==> config.mk <==
export PLATFORM = sky130hd
export DESIGN_NAME = sfe_top
export DESIGN_NICKNAME = d
export VERILOG_FILES = /design/src/rtl/sfe_pkg.sv /design/src/rtl/sfe_edge.sv /design/src/rtl/sfe_cmd.sv /design/src/rtl/sfe_resp.sv /design/src/rtl/sfe_top.sv
export SDC_FILE = /design/constraint.sdc
export NUM_CORES = 1
export LEC_CHECK = 0
export BUFFER_PORTS_ARGS = -buffer_cell sky130_fd_sc_hd__buf_2
export CELL_PAD_IN_SITES_DETAIL_PLACEMENT = 0
export CELL_PAD_IN_SITES_GLOBAL_PLACEMENT = 1
export CORE_UTILIZATION = 47
export DETAILED_ROUTE_END_ITERATION = 12
export PLACE_DENSITY_LB_ADDON = 0.1
export SYNTH_ARGS = -nofsm -noshare
export SYNTH_HDL_FRONTEND = slang
export SYNTH_SLANG_ARGS = --single-unit
==> constraint.sdc <==
create_clock -name clk -period 2.72 [get_ports clk]
set_input_delay 0.408 -clock clk [delete_from_list [all_inputs] [get_ports clk]]
set_output_delay 0.408 -clock clk [all_outputs]
set_load 0.02 [all_outputs]
==> src/rtl/sfe_pkg.sv <==
package sfe_pkg;

    localparam int OPC_W  = 8;
    localparam int ID_LEN = 4;

    localparam logic [OPC_W-1:0] OPC_IDENT  = 8'h9F;
    localparam logic [OPC_W-1:0] OPC_STATUS = 8'hD7;

    typedef enum logic [2:0] {
        PH_IDLE,
        PH_OPC,
        PH_ADDR,
        PH_IDENT,
        PH_STAT,
        PH_DONE
    } phase_e;

    // fixed identification string, MSB-first bytes in transmit order
    function automatic logic [7:0] ident_byte(input logic [2:0] idx);
        case (idx)
            3'd0:    ident_byte = 8'h1F;
            3'd1:    ident_byte = 8'h27;
            3'd2:    ident_byte = 8'h01;
            default: ident_byte = 8'h00;
        endcase
    endfunction

endpackage

==> src/rtl/sfe_edge.sv <==
module sfe_edge (
    input  logic clk,
    input  logic rst_n,
    input  logic cs_n,
    input  logic sck,
    output logic frame_start,
    output logic sck_rise,
    output logic sck_fall,
    output logic mode3
);

    typedef struct packed {
        logic cs;
        logic sck;
        logic armed;
        logic mode3;
    } edge_st_t;

    edge_st_t st_d, st_q;
    logic     active;

    // a select edge only counts after cs_n was seen high following reset
    assign frame_start = st_q.cs & ~cs_n;
    assign active      = st_q.armed & ~cs_n;
    assign sck_rise    = active & sck & ~st_q.sck;
    assign sck_fall    = active & ~sck & st_q.sck;
    assign mode3       = st_q.mode3;

    always_comb begin
        st_d     = st_q;
        st_d.cs  = cs_n;
        st_d.sck = sck;
        if (cs_n) begin
            st_d.armed = 1'b0;
        end else if (frame_start) begin
            st_d.armed = 1'b1;
            st_d.mode3 = sck;
        end
    end

    always_ff @(posedge clk or negedge rst_n) begin
        if (!rst_n) begin
            st_q.cs    <= 1'b0;
            st_q.sck   <= 1'b1;
            st_q.armed <= 1'b0;
            st_q.mode3 <= 1'b1;
        end else begin
            st_q <= st_d;
        end
    end


    mode_hold_chk: assert property (@(posedge clk) disable iff (!rst_n)
        !$past(frame_start) |-> $stable(st_q.mode3));


    no_edge_deselected_chk: assert property (@(posedge clk) disable iff (!rst_n)
        cs_n |-> !(sck_rise || sck_fall));

endmodule

==> src/rtl/sfe_cmd.sv <==
module sfe_cmd
    import sfe_pkg::*;
#(
    parameter int ADDR_BYTES = 3
) (
    input  logic                   clk,
    input  logic                   rst_n,
    input  logic                   cs_n,
    input  logic                   frame_start,
    input  logic                   sck_rise,
    input  logic                   si,
    output phase_e                 phase,
    output logic [OPC_W-1:0]       opcode,
    output logic                   opcode_valid,
    output logic [ADDR_BYTES*8-1:0] addr,
    output logic                   addr_valid
);

    localparam int ADDR_BITS = ADDR_BYTES * 8;
    localparam int CW        = $clog2(ADDR_BITS + 1);

    typedef struct packed {
        phase_e                 phase;
        logic [CW-1:0]          cnt;
        logic [OPC_W-1:0]       opc_sr;
        logic [ADDR_BITS-1:0]   adr_sr;
        logic [OPC_W-1:0]       opc;
        logic [ADDR_BITS-1:0]   adr;
        logic                   opv;
        logic                   adv;
    } cmd_st_t;

    cmd_st_t st_d, st_q;

    always_comb begin
        st_d     = st_q;
        st_d.opv = 1'b0;
        st_d.adv = 1'b0;
        if (cs_n) begin
            st_d.phase = PH_IDLE;
            st_d.cnt   = '0;
        end else if (frame_start) begin
            st_d.phase  = PH_OPC;
            st_d.cnt    = '0;
            st_d.opc_sr = '0;
            st_d.adr_sr = '0;
        end else if (sck_rise) begin
            case (st_q.phase)
                PH_OPC: begin
                    st_d.opc_sr = {st_q.opc_sr[OPC_W-2:0], si};
                    if (st_q.cnt == CW'(OPC_W - 1)) begin
                        st_d.opc = st_d.opc_sr;
                        st_d.opv = 1'b1;
                        st_d.cnt = '0;
                        if (st_d.opc_sr == OPC_IDENT) begin
                            st_d.phase = PH_IDENT;
                        end else if (st_d.opc_sr == OPC_STATUS) begin
                            st_d.phase = PH_STAT;
                        end else begin
                            st_d.phase = PH_ADDR;
                        end
                    end else begin
                        st_d.cnt = st_q.cnt + 1'b1;
                    end
                end
                PH_ADDR: begin
                    st_d.adr_sr = {st_q.adr_sr[ADDR_BITS-2:0], si};
                    if (st_q.cnt == CW'(ADDR_BITS - 1)) begin
                        st_d.adr   = st_d.adr_sr;
                        st_d.adv   = 1'b1;
                        st_d.cnt   = '0;
                        st_d.phase = PH_DONE;
                    end else begin
                        st_d.cnt = st_q.cnt + 1'b1;
                    end
                end
                default: begin
                end
            endcase
        end
    end

    always_ff @(posedge clk or negedge rst_n) begin
        if (!rst_n) begin
            st_q.phase  <= PH_IDLE;
            st_q.cnt    <= '0;
            st_q.opc_sr <= '0;
            st_q.adr_sr <= '0;
            st_q.opc    <= '0;
            st_q.adr    <= '0;
            st_q.opv    <= 1'b0;
            st_q.adv    <= 1'b0;
        end else begin
            st_q <= st_d;
        end
    end

    assign phase        = st_q.phase;
    assign opcode       = st_q.opc;
    assign opcode_valid = st_q.opv;
    assign addr         = st_q.adr;
    assign addr_valid   = st_q.adv;


    opc_on_rise_chk: assert property (@(posedge clk) disable iff (!rst_n)
        st_q.opv |-> $past(sck_rise));


    adr_on_rise_chk: assert property (@(posedge clk) disable iff (!rst_n)
        st_q.adv |-> $past(sck_rise));


    valid_excl_chk: assert property (@(posedge clk) disable iff (!rst_n)
        $onehot0({st_q.opv, st_q.adv}));

endmodule

==> src/rtl/sfe_resp.sv <==
module sfe_resp
    import sfe_pkg::*;
#(
    parameter logic [6:0] STAT_FIXED = 7'h2C
) (
    input  logic   clk,
    input  logic   rst_n,
    input  logic   cs_n,
    input  logic   frame_start,
    input  logic   sck_fall,
    input  phase_e phase,
    input  logic   busy,
    output logic   so,
    output logic   drive,
    output logic   byte_req
);

    typedef struct packed {
        logic       so;
        logic [6:0] sr;
        logic [2:0] obits;
        logic [2:0] idx;
        logic       drive;
        logic       breq;
    } resp_st_t;

    resp_st_t   st_d, st_q;
    logic       talking;
    logic [7:0] nxt_byte;

    assign talking = (phase == PH_IDENT) || (phase == PH_STAT);

    always_comb begin
        if (phase == PH_IDENT) begin
            nxt_byte = (st_q.idx < 3'(ID_LEN)) ? ident_byte(st_q.idx) : 8'h00;
        end else begin
            nxt_byte = {~busy, STAT_FIXED};
        end
    end

    always_comb begin
        st_d      = st_q;
        st_d.breq = 1'b0;
        if (cs_n) begin
            st_d.drive = 1'b0;
        end else if (frame_start) begin
            st_d.obits = '0;
            st_d.idx   = '0;
            st_d.drive = 1'b0;
        end else if (sck_fall && talking) begin
            if (st_q.obits == 3'd0) begin
                st_d.so    = nxt_byte[7];
                st_d.sr    = nxt_byte[6:0];
                st_d.obits = 3'd7;
                st_d.drive = 1'b1;
                st_d.breq  = 1'b1;
                if (st_q.idx < 3'(ID_LEN)) begin
                    st_d.idx = st_q.idx + 1'b1;
                end
            end else begin
                st_d.so    = st_q.sr[6];
                st_d.sr    = {st_q.sr[5:0], 1'b0};
                st_d.obits = st_q.obits - 1'b1;
            end
        end
    end

    always_ff @(posedge clk or negedge rst_n) begin
        if (!rst_n) begin
            st_q.so    <= 1'b0;
            st_q.sr    <= '0;
            st_q.obits <= '0;
            st_q.idx   <= '0;
            st_q.drive <= 1'b0;
            st_q.breq  <= 1'b0;
        end else begin
            st_q <= st_d;
        end
    end

    assign so       = st_q.so;
    assign drive    = st_q.drive;
    assign byte_req = st_q.breq;


    req_on_fall_chk: assert property (@(posedge clk) disable iff (!rst_n)
        st_q.breq |-> $past(sck_fall));


    drop_on_deselect_chk: assert property (@(posedge clk) disable iff (!rst_n)
        cs_n |=> !st_q.drive);


    drive_needs_reply_chk: assert property (@(posedge clk) disable iff (!rst_n)
        (st_q.drive && !cs_n) |-> talking);

endmodule

==> src/rtl/sfe_top.sv <==
module sfe_top
    import sfe_pkg::*;
#(
    parameter int         ADDR_BYTES = 3,
    parameter logic [6:0] STAT_FIXED = 7'h2C
) (
    input  logic                    clk,
    input  logic                    rst_n,
    input  logic                    cs_n,
    input  logic                    sck,
    input  logic                    si,
    input  logic                    busy,
    output logic                    so,
    output logic                    so_oe,
    output logic                    mode3,
    output logic [OPC_W-1:0]        opcode,
    output logic                    opcode_valid,
    output logic [ADDR_BYTES*8-1:0] addr,
    output logic                    addr_valid,
    output logic                    byte_req
);

    logic   frame_start;
    logic   sck_rise;
    logic   sck_fall;
    logic   drive;
    phase_e phase;

    sfe_edge u_edge (
        .clk         (clk),
        .rst_n       (rst_n),
        .cs_n        (cs_n),
        .sck         (sck),
        .frame_start (frame_start),
        .sck_rise    (sck_rise),
        .sck_fall    (sck_fall),
        .mode3       (mode3)
    );

    sfe_cmd #(
        .ADDR_BYTES (ADDR_BYTES)
    ) u_cmd (
        .clk          (clk),
        .rst_n        (rst_n),
        .cs_n         (cs_n),
        .frame_start  (frame_start),
        .sck_rise     (sck_rise),
        .si           (si),
        .phase        (phase),
        .opcode       (opcode),
        .opcode_valid (opcode_valid),
        .addr         (addr),
        .addr_valid   (addr_valid)
    );

    sfe_resp #(
        .STAT_FIXED (STAT_FIXED)
    ) u_resp (
        .clk         (clk),
        .rst_n       (rst_n),
        .cs_n        (cs_n),
        .frame_start (frame_start),
        .sck_fall    (sck_fall),
        .phase       (phase),
        .busy        (busy),
        .so          (so),
        .drive       (drive),
        .byte_req    (byte_req)
    );

    assign so_oe = drive & ~cs_n;


    addr_quiet_chk: assert property (@(posedge clk) disable iff (!rst_n)
        addr_valid |-> !drive);


    reply_after_opc_chk: assert property (@(posedge clk) disable iff (!rst_n)
        byte_req |-> !opcode_valid);

endmodule

==> impl_metrics.toml <==
[clock_tree]
cts_hold_buf = 0
clock_sinks = 92
cts_root_buffer = "clkbuf_8"
numCtsBuffers = 9
post_cts_buffers = 0
clk_latency_ns = 0.36
cts.repair.resized = 0
cts_htree_levels = 3
clk_pin_slew_ns = 0.09
ctsLongestPathBuffers = 2
cts_tree = "built"

[worst_setup_path]
critPathArrivalTime_ns = 2.56
required_ns = 2.97
reg2reg_from = "u_cmd.phase[0]"
setup.worst_path.end_class = "register"
startpoint_type = "register"
critPathKind = "reg -> reg"
startpoint = "u_cmd.phase[0]"
critPathMaxFanout = 9

[timing]
period_minus_slack_ns = 2.31
hold_violations = 0
finalSetupTns_ns = 0
finalSetupViolations = 0
max_freq_ghz = 0.433
tightest_slew_ns = 0.851
worst_slack_ns = 0.409
final_min_period_over_clock_period_pct = 85.0
finalClockSkew_ns = 0.0123
slew_headroom_pct = 43.3
whs_ns = 0.137
rsz0062_at_grt = "false"
drv_slew = 0

[synthesis]
synth-seq-cells = 92
synthAdderAreaFrac_pct = 2.02
ys_types = 51
synth_area_sq_um = 4330
syn_nets = 414
netlist_instances = 401
synthArstFlopShare_pct = 100
yosys.area_share.simple_pct = 14.9
synth-compound-area-share_pct = 9.47
synth-seq-area-share_pct = 53.2
synthMuxAreaShare_pct = 10.7
synthXorXnorAreaFrac_pct = 0.809
synth_top_family_by_area = "simple AND/OR/NAND/NOR gates"
syn_area_per_cell_sq_um = 10.8
yosysWarningCount = 0
ys.flop_type = "dfrtp_1"
synth_edf_count = 0

[finish]
multi_input_area_sq_um = 1650
num-fill-cells = 798
stdcell_count = 529
syn2layout_area_growth_pct = 6.96
seq_area_sq_um = 2300
final_nets = 430
layout-drive-gt1-share_pct = 27.8
n_antenna_cell = 0

[pwr]
power_density_nw_per_um2 = 518
p_leak_uw = 0.00230
total_power_uw = 2400
peakVddDrop_uv = 230

[floorplan]
coreArea_sq_um = 8810
die_y_um = 98
dieArea_sq_um = 9600
pin_count = 44
rows = 34
start_util_pct = 49.2
die-width_um = 98

[detailed_routing]
ant_nets = 0
via_count = 2869
drc = 4
drt_pass1_iterations = 8
wl_um = 7910
viasPerCell = 5.42
drt_iter0_drc = 149
routedWlPerCell_um = 15.0

[run_status]
violations = "DRC"
outcome = "complete, but fails checks"

[placement]
dp_slack_ns = 0.409
routabilityCongestion = 0.777
dp_hpwl_um = 5310
port-buffer-count = 43
dp_cells = 514

[global_route]
grt_overflow = 0
grt_antenna_before_repair = 0
track_usage_pct = 18.1
grt_pass1_wl_um = 13700
grt_pass1_vias = 2747
grt_max_degree = 69

[hold_path]
worstHoldPathType = "in -> async"

[job]
drv_cap = 0
## cell usage in the layout (no fill, tap or decap), types with 3 or more instances in the layout
| cell | n |
|---|---|
| dfrtp_1 | 90 |
| nand2_1 | 68 |
| buf_2 | 42 |
| a21oi_1 | 34 |
| mux2_2 | 27 |
| nor2_1 | 16 |
| buf_4 | 14 |
| inv_1 | 11 |
| o21ai_0 | 11 |
| nand3_1 | 10 |
| clkbuf_8 | 9 |
| mux2_4 | 8 |
| ha_1 | 7 |
| nand2b_1 | 5 |
| nand3b_1 | 4 |
| mux2i_1 | 4 |
| nor3_1 | 3 |
| o22ai_1 | 3 |
| o311ai_0 | 3 |
| o31ai_1 | 3 |
| and4b_1 | 3 |
## power by group
| part | switching (uW) | internal [uW] | total, uW |
|---|---|---|---|
| registers | 7.79 | 1380 | 1380 |
| logic | 71.7 | 28.1 | 99.8 |
| clock network | 492 | 425 | 918 |
| total | 572 | 1830 | 2400 |
## kinds of logic after synthesis
| family | Yosys count |
|---|---|
| muxes | 39 |
| AOI/OAI and AO/OA | 67 |
| and+or+nand+nor | 130 |
| buffers and inverters | 62 |
| adders and majority gates | 7 |
| DFF | 92 |
| xor gates and xnor gates | 4 |
## per-layer routing
metal	GRT usage, %	vias to the layer above	share of wire [%]
met4	7.81	0	1.4
met1	25.9	1417	50
met3	3.01	8	4.1
met2	27.4	69	45
met5	0	-	0
li1	-	1375	-
## registers in the layout, summed over array words and instances, names as in the netlist
| signal | flops |
|---|---|
| u_resp.drive | 1 |
| u_edge.mode3 | 1 |
| u_resp.byte_req | 1 |
| u_cmd.addr | 24 |
| u_cmd.phase | 3 |
| u_cmd.addr_valid | 1 |
| u_cmd.st_q | 35 |
| u_cmd.opcode_valid | 1 |
| u_resp.st_q | 13 |
| u_edge.st_q | 3 |
| u_resp.so | 1 |
| u_cmd.opcode | 8 |
## metrics by stage
stage	area (sq um)	util (%)
final	4630	52.6
after CTS	4630	52.6
after detailed placement	4440	50.5
after floorplan	4330	-
after global routing	4630	52.6
after global placement	4440	50.5
## cell type report
type,instances,area share [%]
timing repair buffer,56,6.81
multi-input combinational,247,35.5
tap,108,2.92
inverter,11,0.891
clock inverter,5,1.35
sequential,92,49.7
clock buffer,10,2.75
## critical path, stage by stage, from the launching register on
cell and delay (ns):
dfrtp_1 0.52, nor3b_4 0.45, nand2_4 0.14, or4_1 0.70
mux2_4 0.39
## Yosys cell counts, drive strengths merged, types with 2 or more instances
cell type / number / share of area, %
or2: 2 / 0.29
clkbuf: 12 / 1.0
nor3b: 3 / 0.90
buf: 39 / 6.8
dfrtp: 90 / 52
and4b: 3 / 0.69
nand3b: 4 / 0.69
nand4: 2 / 0.29
o311ai: 3 / 0.61
and3b: 2 / 0.40
o221a: 2 / 0.52
xor2: 2 / 0.40
nand2: 69 / 6.2
nor3: 3 / 0.35
nor2: 16 / 1.4
nand3: 10 / 1.2
xnor2: 2 / 0.40
nand2b: 5 / 0.72
a32o: 2 / 0.46
mux2i: 4 / 0.92
o41ai: 2 / 0.58
dfstp: 2 / 1.2
nor2b: 3 / 0.43
ha: 7 / 2.0
inv: 11 / 0.95
o22ai: 3 / 0.43
mux2: 35 / 9.8
o21ai: 12 / 1.4
o31ai: 3 / 0.52
o211ai: 2 / 0.35
a21oi: 34 / 3.9
## final timing paths
kind / cells past startpoint / slack [ns] / to
min in group clk: 1 / 0.20 / u_edge.st_q[2]
setup reg to reg: 4 / 0.41 / u_cmd.opcode[0]
hold reg to reg: 2 / 0.47 / u_edge.mode3
setup / recovery: 4 / 0.41 / u_cmd.opcode[0]
hold / removal: 1 / 0.14 / u_cmd.opcode[5]
max in group asynchronous: 2 / 1.83 / u_cmd.st_q[56]
Note: power is estimated with default switching activity, not from simulation.
